[config.mk]
export PLATFORM = sky130hd
export DESIGN_NAME = clmul_pair_hash
export DESIGN_NICKNAME = d
export VERILOG_FILES = /design/src/rtl/chp_pkg.sv /design/src/rtl/chp_key_mix.sv /design/src/rtl/chp_step_counter.sv /design/src/rtl/chp_clmul_acc.sv /design/src/rtl/clmul_pair_hash.sv
export SDC_FILE = /design/constraint.sdc
export NUM_CORES = 1
export LEC_CHECK = 0
export ABC_AREA = 1
export CAP_MARGIN = 20
export CELL_PAD_IN_SITES_DETAIL_PLACEMENT = 1
export CELL_PAD_IN_SITES_GLOBAL_PLACEMENT = 2
export CORE_AREA = 2 2 235 237
export DETAILED_ROUTE_END_ITERATION = 10
export DIE_AREA = 0 0 237 239
export GPL_ROUTABILITY_DRIVEN = 0
export PLACE_DENSITY_LB_ADDON = 0.3
export SKIP_CTS_REPAIR_TIMING = 1
export SLEW_MARGIN = 20
export SYNTH_ARGS = -nofsm -noshare
export SYNTH_HDL_FRONTEND = slang
export SYNTH_SLANG_ARGS = --single-unit
[constraint.sdc]
create_clock -name clk -period 1.4 [get_ports clk]
set_input_delay 0.28 -clock clk [delete_from_list [all_inputs] [get_ports clk]]
set_output_delay 0.28 -clock clk [all_outputs]
set_load 0.005 [all_outputs]
[src/rtl/chp_pkg.sv]
package chp_pkg;

    typedef struct packed {
        logic busy;
        logic last;
        logic done;
    } ctrl_t;

    // One step of a de Bruijn-extended Fibonacci LFSR of width cw (cw <= 8).
    // The extra term lets the sequence pass through the all-zero state,
    // giving a period of 2**cw.
    function automatic logic [7:0] lfsr_adv(input logic [7:0] s,
                                            input int unsigned cw,
                                            input logic [7:0] taps);
        logic [7:0] rest_mask;
        logic [7:0] full_mask;
        logic       fb;
        rest_mask = 8'((9'd1 << (cw - 1)) - 9'd1);
        full_mask = 8'((9'd1 << cw) - 9'd1);
        fb        = ^(s & taps);
        if ((s & rest_mask) == 8'd0) begin
            fb = ~fb;
        end
        return ((s << 1) | {7'd0, fb}) & full_mask;
    endfunction

endpackage

[src/rtl/chp_key_mix.sv]
module chp_key_mix #(
    parameter int unsigned W = 64
) (
    input  logic [W-1:0] blk,
    input  logic [W-1:0] key,
    output logic [W-1:0] mixed
);
    // Addition of polynomials over GF(2): a bank of W XOR gates.
    always_comb begin
        mixed = blk ^ key;
    end
endmodule

[src/rtl/chp_step_counter.sv]
module chp_step_counter #(
    parameter int unsigned STEPS = 64,
    parameter logic [7:0]  TAPS  = 8'b0011_0000
) (
    input  logic clk,
    input  logic rst_n,
    input  logic load,
    input  logic run,
    output logic last_step
);
    import chp_pkg::*;

    localparam int unsigned CW = $clog2(STEPS);
    localparam logic [7:0]  SEED = 8'd1;

    function automatic logic [7:0] final_state();
        logic [7:0] s;
        s = SEED;
        for (int i = 0; i < int'(STEPS) - 1; i++) begin
            s = lfsr_adv(s, CW, TAPS);
        end
        return s;
    endfunction

    localparam logic [7:0] FINAL = final_state();

    logic [CW-1:0] cnt_d, cnt_q;

    always_comb begin
        cnt_d = cnt_q;
        if (load) begin
            cnt_d = SEED[CW-1:0];
        end else if (run) begin
            cnt_d = CW'(lfsr_adv(8'(cnt_q), CW, TAPS));
        end
    end

    always_ff @(posedge clk) begin
        if (!rst_n) begin
            cnt_q <= SEED[CW-1:0];
        end else begin
            cnt_q <= cnt_d;
        end
    end

    assign last_step = (cnt_q == FINAL[CW-1:0]);

    AST_LOAD_RESEEDS: assert property (@(posedge clk) disable iff (!rst_n)
        load |=> (cnt_q == SEED[CW-1:0])) else $error("counter reseed");
endmodule

[src/rtl/chp_clmul_acc.sv]
module chp_clmul_acc #(
    parameter int unsigned W = 64
) (
    input  logic           clk,
    input  logic           rst_n,
    input  logic           load,
    input  logic           clear,
    input  logic           run,
    input  logic [W-1:0]   opa,
    input  logic [W-1:0]   opb,
    output logic [2*W-1:0] acc
);
    localparam int unsigned AW = 2 * W;

    typedef struct packed {
        logic [W-1:0]  mcand;
        logic [W-1:0]  mplier;
        logic [AW-1:0] acc;
    } st_t;

    st_t st_d, st_q;
    logic [AW-1:0] folded;

    // Right-shift multiply merged with accumulation. The register rotates
    // right once per step, so over W steps its previous content is rotated
    // by W (a half swap). Swapping the halves at load cancels that.
    always_comb begin
        st_d   = st_q;
        folded = st_q.acc ^ (st_q.mplier[0] ? {st_q.mcand, {W{1'b0}}} : {AW{1'b0}});
        if (load) begin
            st_d.mcand  = opa;
            st_d.mplier = opb;
            st_d.acc    = clear ? {AW{1'b0}} : {st_q.acc[W-1:0], st_q.acc[AW-1:W]};
        end else if (run) begin
            st_d.mplier = st_q.mplier >> 1;
            st_d.acc    = {folded[0], folded[AW-1:1]};
        end
    end

    always_ff @(posedge clk) begin
        if (!rst_n) begin
            st_q <= '0;
        end else begin
            st_q <= st_d;
        end
    end

    assign acc = st_q.acc;

    AST_START_EMPTIES: assert property (@(posedge clk) disable iff (!rst_n)
        (load && clear) |=> (acc == {AW{1'b0}})) else $error("start clear");
    AST_IDLE_HOLDS: assert property (@(posedge clk) disable iff (!rst_n)
        (!load && !run) |=> $stable(acc)) else $error("idle hold");
endmodule

[src/rtl/clmul_pair_hash.sv]
module clmul_pair_hash #(
    parameter int unsigned W    = 64,
    parameter logic [7:0]  TAPS = 8'b0011_0000
) (
    input  logic           clk,
    input  logic           rst_n,
    input  logic           pair_valid,
    output logic           pair_ready,
    input  logic           pair_start,
    input  logic           pair_last,
    input  logic [W-1:0]   msg_odd,
    input  logic [W-1:0]   key_odd,
    input  logic [W-1:0]   msg_even,
    input  logic [W-1:0]   key_even,
    output logic           done,
    output logic [2*W-1:0] hash_out
);
    import chp_pkg::*;

    localparam int unsigned SPW = $clog2(W) + 1;

    ctrl_t ctrl_d, ctrl_q;
    logic [W-1:0] mix [2];
    logic         take;
    logic         fin;

    generate
        for (genvar g = 0; g < 2; g++) begin : g_lane
            chp_key_mix #(.W(W)) i_mix (
                .blk   (g == 0 ? msg_odd : msg_even),
                .key   (g == 0 ? key_odd : key_even),
                .mixed (mix[g])
            );
        end
    endgenerate

    assign pair_ready = !ctrl_q.busy;
    assign take       = pair_valid && pair_ready;

    chp_step_counter #(.STEPS(W), .TAPS(TAPS)) i_cnt (
        .clk       (clk),
        .rst_n     (rst_n),
        .load      (take),
        .run       (ctrl_q.busy),
        .last_step (fin)
    );

    chp_clmul_acc #(.W(W)) i_acc (
        .clk   (clk),
        .rst_n (rst_n),
        .load  (take),
        .clear (pair_start),
        .run   (ctrl_q.busy),
        .opa   (mix[0]),
        .opb   (mix[1]),
        .acc   (hash_out)
    );

    always_comb begin
        ctrl_d      = ctrl_q;
        ctrl_d.done = 1'b0;
        if (take) begin
            ctrl_d.busy = 1'b1;
            ctrl_d.last = pair_last;
        end else if (ctrl_q.busy && fin) begin
            ctrl_d.busy = 1'b0;
            ctrl_d.done = ctrl_q.last;
        end
    end

    always_ff @(posedge clk) begin
        if (!rst_n) begin
            ctrl_q <= '0;
        end else begin
            ctrl_q <= ctrl_d;
        end
    end

    assign done = ctrl_q.done;

    // Checker state: product cycles seen since the pair was taken.
    logic [SPW-1:0] span_q;
    always_ff @(posedge clk) begin
        if (!rst_n) begin
            span_q <= '0;
        end else if (take) begin
            span_q <= '0;
        end else if (ctrl_q.busy) begin
            span_q <= span_q + 1'b1;
        end
    end

    AST_SPAN_EXACT: assert property (@(posedge clk) disable iff (!rst_n)
        $fell(ctrl_q.busy) |-> (span_q == SPW'(W))) else $error("span");
    AST_DONE_PULSE: assert property (@(posedge clk) disable iff (!rst_n)
        done |=> !done) else $error("done width");
    AST_DONE_IDLE: assert property (@(posedge clk) disable iff (!rst_n)
        done |-> pair_ready) else $error("done while busy");
    AST_BUSY_AFTER_TAKE: assert property (@(posedge clk) disable iff (!rst_n)
        take |=> !pair_ready) else $error("ready during product");
endmodule

==> impl_results.md, run 1 <==
- Status: complete, but fails checks
- Failing checks: negative setup slack
- Crit. Startpoint: ctrl_q[2]
- Critical Path AT: 1930 ps
- EDFF count, synth: 0
- Comb power frac: 19.6%
- Critical Path RT: about 1900 ps
- Tmin final: 1450 ps
- Slew @ Worst Pin: 421 ps
- Final Skew: 27.8 ps
- Fin util: 40.2%
- Path category of the worst min-delay check: primary input to flip-flop
- Sequential cell area: 5510 um2
- Die height: 239 um
- Post-synth top area share: 38.2%
- Via count: 14.5k
- Cell Area, Synth: 13,900 um2
- Setup-failing EPs final: 54
- Max-slew violation count: 0
- Power Density: ~1000 nW/um2
- Root Buffer: clkbuf_16
- Sequential power share: 37.9%
- Yosys warning count: 0
- Setup CP Type: flip-flop to flip-flop
- Die area: 56,600 um2
- # IOs: 391
- Antenna violations before repair: 3
- H-tree depth: 2
- Hold slack: 105 ps
- WL per Instance: a little under 20 um
- Antenna-violating nets left: 0
- Synth Net Count: 2,219
- Chip width: around 240 um
- Critical Path Fanout Max: 8
- Maxcap violations: 0
- FF-to-FF setup slack: -50 ps
- Crit. End Element: flip-flop
- Ys async rst share: 0%
- Share of cells above drive strength 1: 24.6%
- Tcrit/Tclk final: 104%
- Core Area: 54,300 um2
- Worst setup endpoint: i_acc.st_q[181]
- Final instance area: approximately 22,000 um2
- Multi-input gate area: 7380 um2
- Drt drc: 0
- Clk sinks: between 200 and 300
- Peak supply drop: 0.678 mV
- Fillers: 6,357
- DR pass1 iterations: 5
- Final worst slack: -54.1 ps
- Grt ovf: 0
- Startpoint Class: flip-flop
- Top_reg_cell synth: dfxtp_1
- Area Growth Syn to Fin: 57.4%
- Worst-path clk slew: ~60 ps
- Final Hold Vio Count: 0
- R2R cell count: 7
- Setup WS pre-CTS: -388 ps
- Seq/Total Area, Yosys: 38.2%
- Reg-to-reg critical path endpoint: i_acc.st_q[181]
- Vias per inst: 4.79
- Clock Latency Late Sink: 560 ps
- Clk pwr share: a little over two fifths
- CTS tree: done
- Slew headroom: 71.8%
- Gate Count Post-Synth: 1,957
- RSZ-0062 raised after global routing: yes
- FF-to-FF Start: ctrl_q[2]
- Initial drt markers: 585
- Yosys reg bits: roughly 270
- Post-Route Setup TNS: -832 ps
- Synth unique cells: 22
- Initial Util: 25.5%
- Placed Area: 18,400 um2
- CTS Buffer Depth: 3
- NetSw: 6.10 mW
- Top post-synthesis cells by area: dfxtp_1 38%, nand2_1 11%, buf_4 7.6%
- Sw frac: between 20% and 30%
- Int Pwr: 15.7 mW
- Mapped Avg Cell Area: 7.09 um2
- F_max: 0.688 GHz
- Total Nets Final: 2,555
- Detailed Route WL: 59,600 um
- Num CTS Buffers: 36
- Pin count of the biggest net entering global routing: 75
- Synth top cells by count: 409 x nand2_1, 265 x dfxtp_1, 181 x a21oi_1, 176 x nand3_1, 165 x nor2_1
- Pleak: approximately 9.7 nW
- Vias in the first global route: between 10k and 15k
- Yosys top cell by area: dfxtp_1
- First-pass GRT wire length: a little over 80,000 um
- Dpl hpwl: 38,300 um
- Row cnt: 86
- Most common cell in the netlist: nand2_1
- IO Port Bufs: 390
- Total track usage: 18.5%
==> worst min-delay path by stage <==
stage	slack [ps]	end	start	cells after the start
after floorplan	420	done	ctrl_q[1]	2
after global placement	450	i_cnt.cnt_q[5]	i_cnt.cnt_q[5]	2
after detailed placement	470	i_cnt.cnt_q[5]	i_cnt.cnt_q[5]	2
after CTS	80	ctrl_q[2]	rst_n	3
after global routing	110	ctrl_q[2]	rst_n	3
final	100	ctrl_q[2]	rst_n	3
==> per-stage QoR <==
stage | instances | total power [mW]
floorplan | 1957 | 9.90
global placement | 2903 | 11.9
detailed placement | 2903 | 11.9
CTS | 2967 | 21.4
global route | 3023 | 22.8
finish | 3024 | 21.8
==> registers in the layout (all words and copies together), names as in the netlist <==
register / cells
i_acc.acc: 128
i_acc.st_q: 128
i_cnt.cnt_q: 6
ctrl_q: 2
done: 1
==> metal layers <==
| metal | track usage [%] | routed length, um |
|---|---|---|
| met5 | 0 | 23 |
| met4 | 4.87 | 974 |
| met3 | 4.26 | 3060 |
| met2 | 32.8 | 29700 |
| met1 | 22.5 | 25900 |
==> kinds of logic after synthesis <==
logic type      count (synthesis)  synth area share (%)
fa+ha+maj                       1                0.0902
simple gates                  757                  22.2
xor+xnor                      117                  7.39
flops                         265                  38.2
compound gates                432                  17.4
buf+inv                       385                  14.7
==> power by group through the flow <==
stage / registers, mW / logic, mW / clock network [mW]
finish: 8.26 / 4.28 / 9.26
global route: 8.31 / 4.62 / 9.83
CTS: 8.26 / 3.54 / 9.56
detailed placement: 8.42 / 3.52 / 0
global placement: 8.41 / 3.46 / 0
floorplan: 8.31 / 1.60 / 0
==> critical path: stages (launching register included) <==
cell       delay, ps
dfxtp_4          370
buf_12           130
nor2_4           150
buf_6            150
clkbuf_16        160
clkbuf_16        160
nand2_2           40
a31oi_1          190
==> area by class of cell <==
| class | count | area share, % |
|---|---|---|
| Clock buffer | 55 | 5.05 |
| Antenna cell | 1 | 0.0115 |
| Clock inverter | 9 | 0.367 |
| Multi-Input combinational cell | 1307 | 33.8 |
| Sequential cell | 265 | 25.2 |
| Inverter | 130 | 2.38 |
| Timing Repair Buffer | 553 | 29.2 |
| Tap cell | 704 | 4.03 |
==> layout by cell type (no fill, tap or decap), types with 79 or more instances in the layout <==
| cell type | synthesis | final |
|---|---|---|
| clkdlybuf4s50_1 | 0 | 258 |
| nand2_1 | 409 | 361 |
| dlymetal6s2s_1 | 0 | 98 |
| dfxtp_1 | 265 | 157 |
| a21oi_1 | 181 | 128 |
| nor2_1 | 165 | 145 |
| dfxtp_2 | 0 | 80 |
| inv_1 | 126 | 124 |
| o21ai_0 | 122 | 79 |
| nand3_1 | 176 | 174 |
No activity file was read; power rests on OpenSTA's default activity.
==> run 2: changes to the inputs <==
CORE_AREA = 8 8 255 257   (was 2 2 235 237)
CTS_BUF_LIST = sky130_fd_sc_hd__clkbuf_2 sky130_fd_sc_hd__clkbuf_4 sky130_fd_sc_hd__clkbuf_8   (was default)
DIE_AREA = 0 0 263 265   (was 0 0 237 239)
SYNTH_HIERARCHICAL = 1   (was default)
==> run 2 against run 1 <==
- the run still ends with negative setup slack left
- global-route usage is 2.7 points lower
- synthesized cell count up 32%
- die area increased by 23%
- non-clock buffer count rose by 27
- hold slack improved by 170 ps
- count of clock-buffer cells in the layout up 26
==> impl_results.md, run 2 <==
- Status: complete, but fails checks
- Failing checks: negative setup slack
- Critical Path Max Stage Delay: 370 ps (about the same)
- Placed Area: 20,100 um2 (+9.0%)
- Antenna-violating nets left: 0 (unchanged)
- Initial Util: 25.7% (+0.12 points)
- Slew @ Worst Pin: 306 ps (-115 ps)
- Power Density: 1040 nW/um2 (+4.0%)
- Maxcap violations: 0 (unchanged)
- Critical Path Fanout Max: 23 (+15)
- Startpoint Class: flip-flop
- Yosys reg bits: 265 (unchanged)
- Max-slew violation count: 0 (unchanged)
- Top_reg_cell synth: dfxtp_1
- Path category of the worst min-delay check: primary input to flip-flop
- CTS tree: done
- EDFF count, synth: 0 (unchanged)
- Peak supply drop: 0.606 mV (-11%)
- Die area: 69,700 um2 (+23%)
- Pin count of the biggest net entering global routing: 65 (-13%)
- Final Hold Vio Count: 0 (unchanged)
- Worst-path clk slew: 60 ps (about the same)
- Post-route insts no fill: 3,776 (+25%)
- Yosys warning count: 6 (+6)
- Final Skew: 20.8 ps (-7.00 ps)
- Tcrit/Tclk final: 104% (-0.28 points)
- Dpl hpwl: 42,400 um (+11%)
- Vias per inst: 4.55 (-4.9%)
- RSZ-0062 raised after global routing: yes
- Clock Latency Late Sink: 630 ps (+70 ps)
- Crit path cell chain: nor2_4 > buf_12 > buf_4 > clkbuf_16 > nand3_1 > a21oi_2
- Gate Count Post-Synth: 2,591 (+32%)
- Pleak: 10.7 nW (+10%)
- Mapped Avg Cell Area: 6.04 um2 (-15%)
- Initial drt markers: 599 (+2.4%)
- Core Area: 61,000 um2 (+12%)
- Critical Path AT: 1990 ps (+60 ps)
- IO Port Bufs: 390 (unchanged)
- DR pass1 iterations: 5 (unchanged)
- Slew headroom: 79.4% (+7.6 points)
- H-tree depth: 2 (unchanged)
- Synth Net Count: 2,853 (+29%)
- Synth unique cells: 21 (-4.5%)
- Most frequent cells in the layout: 811 x nand2_1, 394 x inv_1, 259 x clkdlybuf4s50_1
- Tmin final: 1450 ps (-3.86 ps)
- Final worst slack: -50.3 ps (+3.86 ps)
- Share of cells above drive strength 1: 18.6% (-6.0 points)
- Placed cell count: 3,608 (+24%)
- Yosys top cell by area: dfxtp_1
- Chip width: 263 um (+11%)
- First-pass GRT wire length: 92,100 um (+12%)
- Most common cell in the netlist: nand2_1
- Cell Area, Synth: 15,700 um2 (+13%)
- Seq/Total Area, Yosys: 33.9% (-4.4 points)
- Crit. End Element: flip-flop
- # IOs: 391 (unchanged)
- Critical-path top delay cell: dfxtp_4
- Clk sinks: 265 (unchanged)
- Root Buffer: clkbuf_8
- Post-synth top area share: 33.9% (-4.4 points)
- Hold slack: 272 ps (+167 ps)
- Synth top cells by count: 812 x nand2_1, 396 x inv_1, 265 x dfxtp_1, 246 x nand3_1, 192 x o21ai_0
- Vias in the first global route: 17.3k (+18%)
- Detailed Route WL: 60,300 um (+1.2%)
- Ys async rst share: 0% (unchanged)
- Via count: 17.2k (+19%)
- Final instance area: 22,300 um2 (+2.2%)
- Total track usage: 15.9% (-2.7 points)
- Critical Path RT: 1940 ps (+60 ps)
- Total Nets Final: 3,216 (+26%)
- F_max: 0.690 GHz (+0.27%)
- Setup-failing EPs final: 96 (+78%)
- Drt drc: 0 (unchanged)
- WL per Instance: 16.0 um (-19%)
- Area Growth Syn to Fin: 42.6%
- Total power: 23.2 mW (+6.3%)
- Antenna violations before repair: 3 (unchanged)
- Most common cell after layout, fill and taps aside: nand2_1
- Num CTS Buffers: 54 (+50%)
- CTS Buffer Depth: 3 (unchanged)
- Grt ovf: 0 (unchanged)
- Setup CP Type: flip-flop to flip-flop
- Top post-synthesis cells by area: dfxtp_1 34%, nand2_1 19%, inv_1 9.5%
- Row cnt: 91 (+5.8%)
- Die height: 265 um (+11%)
## run 2: cell types whose count changed after synthesis, moves of 53 or more
cell / previous run / this run
nand3_1: 176 / 246
nand2_1: 409 / 812
inv_1: 126 / 396
xnor2_1: 64 / 0
xor2_1: 53 / 0
a22oi_1: 97 / 0
o21ai_0: 122 / 192
## run 2: where the power goes
group | switching (mW) | internal, mW | total [mW]
Combinational | 3.10 | 3.05 | 6.14
Clock | 3.58 | 4.58 | 8.16
Sequential | 0.570 | 8.31 | 8.88
Total | 7.24 | 15.9 | 23.2
## run 2: final cells by class
cell class | instances | area, um2
inverters | 401 | 1520
clock buffers | 81 | 1020
clock inverters | 6 | 35.0
flip-flops and latches | 265 | 5580
fillers | 7757 | 38700
well taps | 790 | 988
diodes | 1 | 2.50
repair buffers | 580 | 5950
multi-input cells | 1652 | 7230
## run 2: logic make-up after synthesis
group	after synthesis	share of synthesized area, %
fa+ha+maj	1	0.0799
compound gates	453	15.0
flops	265	33.9
buf+inv	674	20.2
simple gates	1198	30.8
## run 2: layer usage
metal / vias up / global-route usage (%) / part of all wire [%] / wire [um]
met5: - / 0 / 0.022 / 13
met4: 2 / 4.99 / 2.4 / 1420
met3: 89 / 5.09 / 6.4 / 3880
met2: 351 / 26.8 / 47 / 28500
met1: 8066 / 19.0 / 44 / 26500
li1: 8676 / - / - / -
## run 2: per-stage QoR
stage	setup TNS, ps	util [%]	worst slack, ps
floorplan	0	-	24.2
global placement	-122620	33.0	-559
detailed placement	-129460	33.0	-589
CTS	-74810	34.7	-629
global route	-24720	36.6	-152
finish	-1530	36.6	-50.3
## run 2: final timing paths
| check | startpoint | endpoint | slack (ps) | cells after the start |
|---|---|---|---|---|
| setup reg to reg | ctrl_q[2] | i_acc/acc[14] | -50 | 6 |
| setup / recovery | ctrl_q[2] | i_acc/acc[14] | -50 | 6 |
| hold reg to reg | ctrl_q[1] | done | 450 | 2 |
| hold / removal | pair_valid | ctrl_q[2] | 270 | 3 |
## run 2: critical path, delay by kind of cell (launching register included)
family / cells / cell delay, ps
flip-flops: 1 / 370
AND/OR/NAND/NOR: 2 / 300
buffers and inverters: 3 / 550
AO/OA/AOI/OAI: 1 / 140
==> run 3: changes to the inputs <==
ABC_CLOCK_PERIOD_IN_PS = 1400   (was default)
==> results of run 3 <==
Final layout, timing and power as in run 2 (identical DEF).
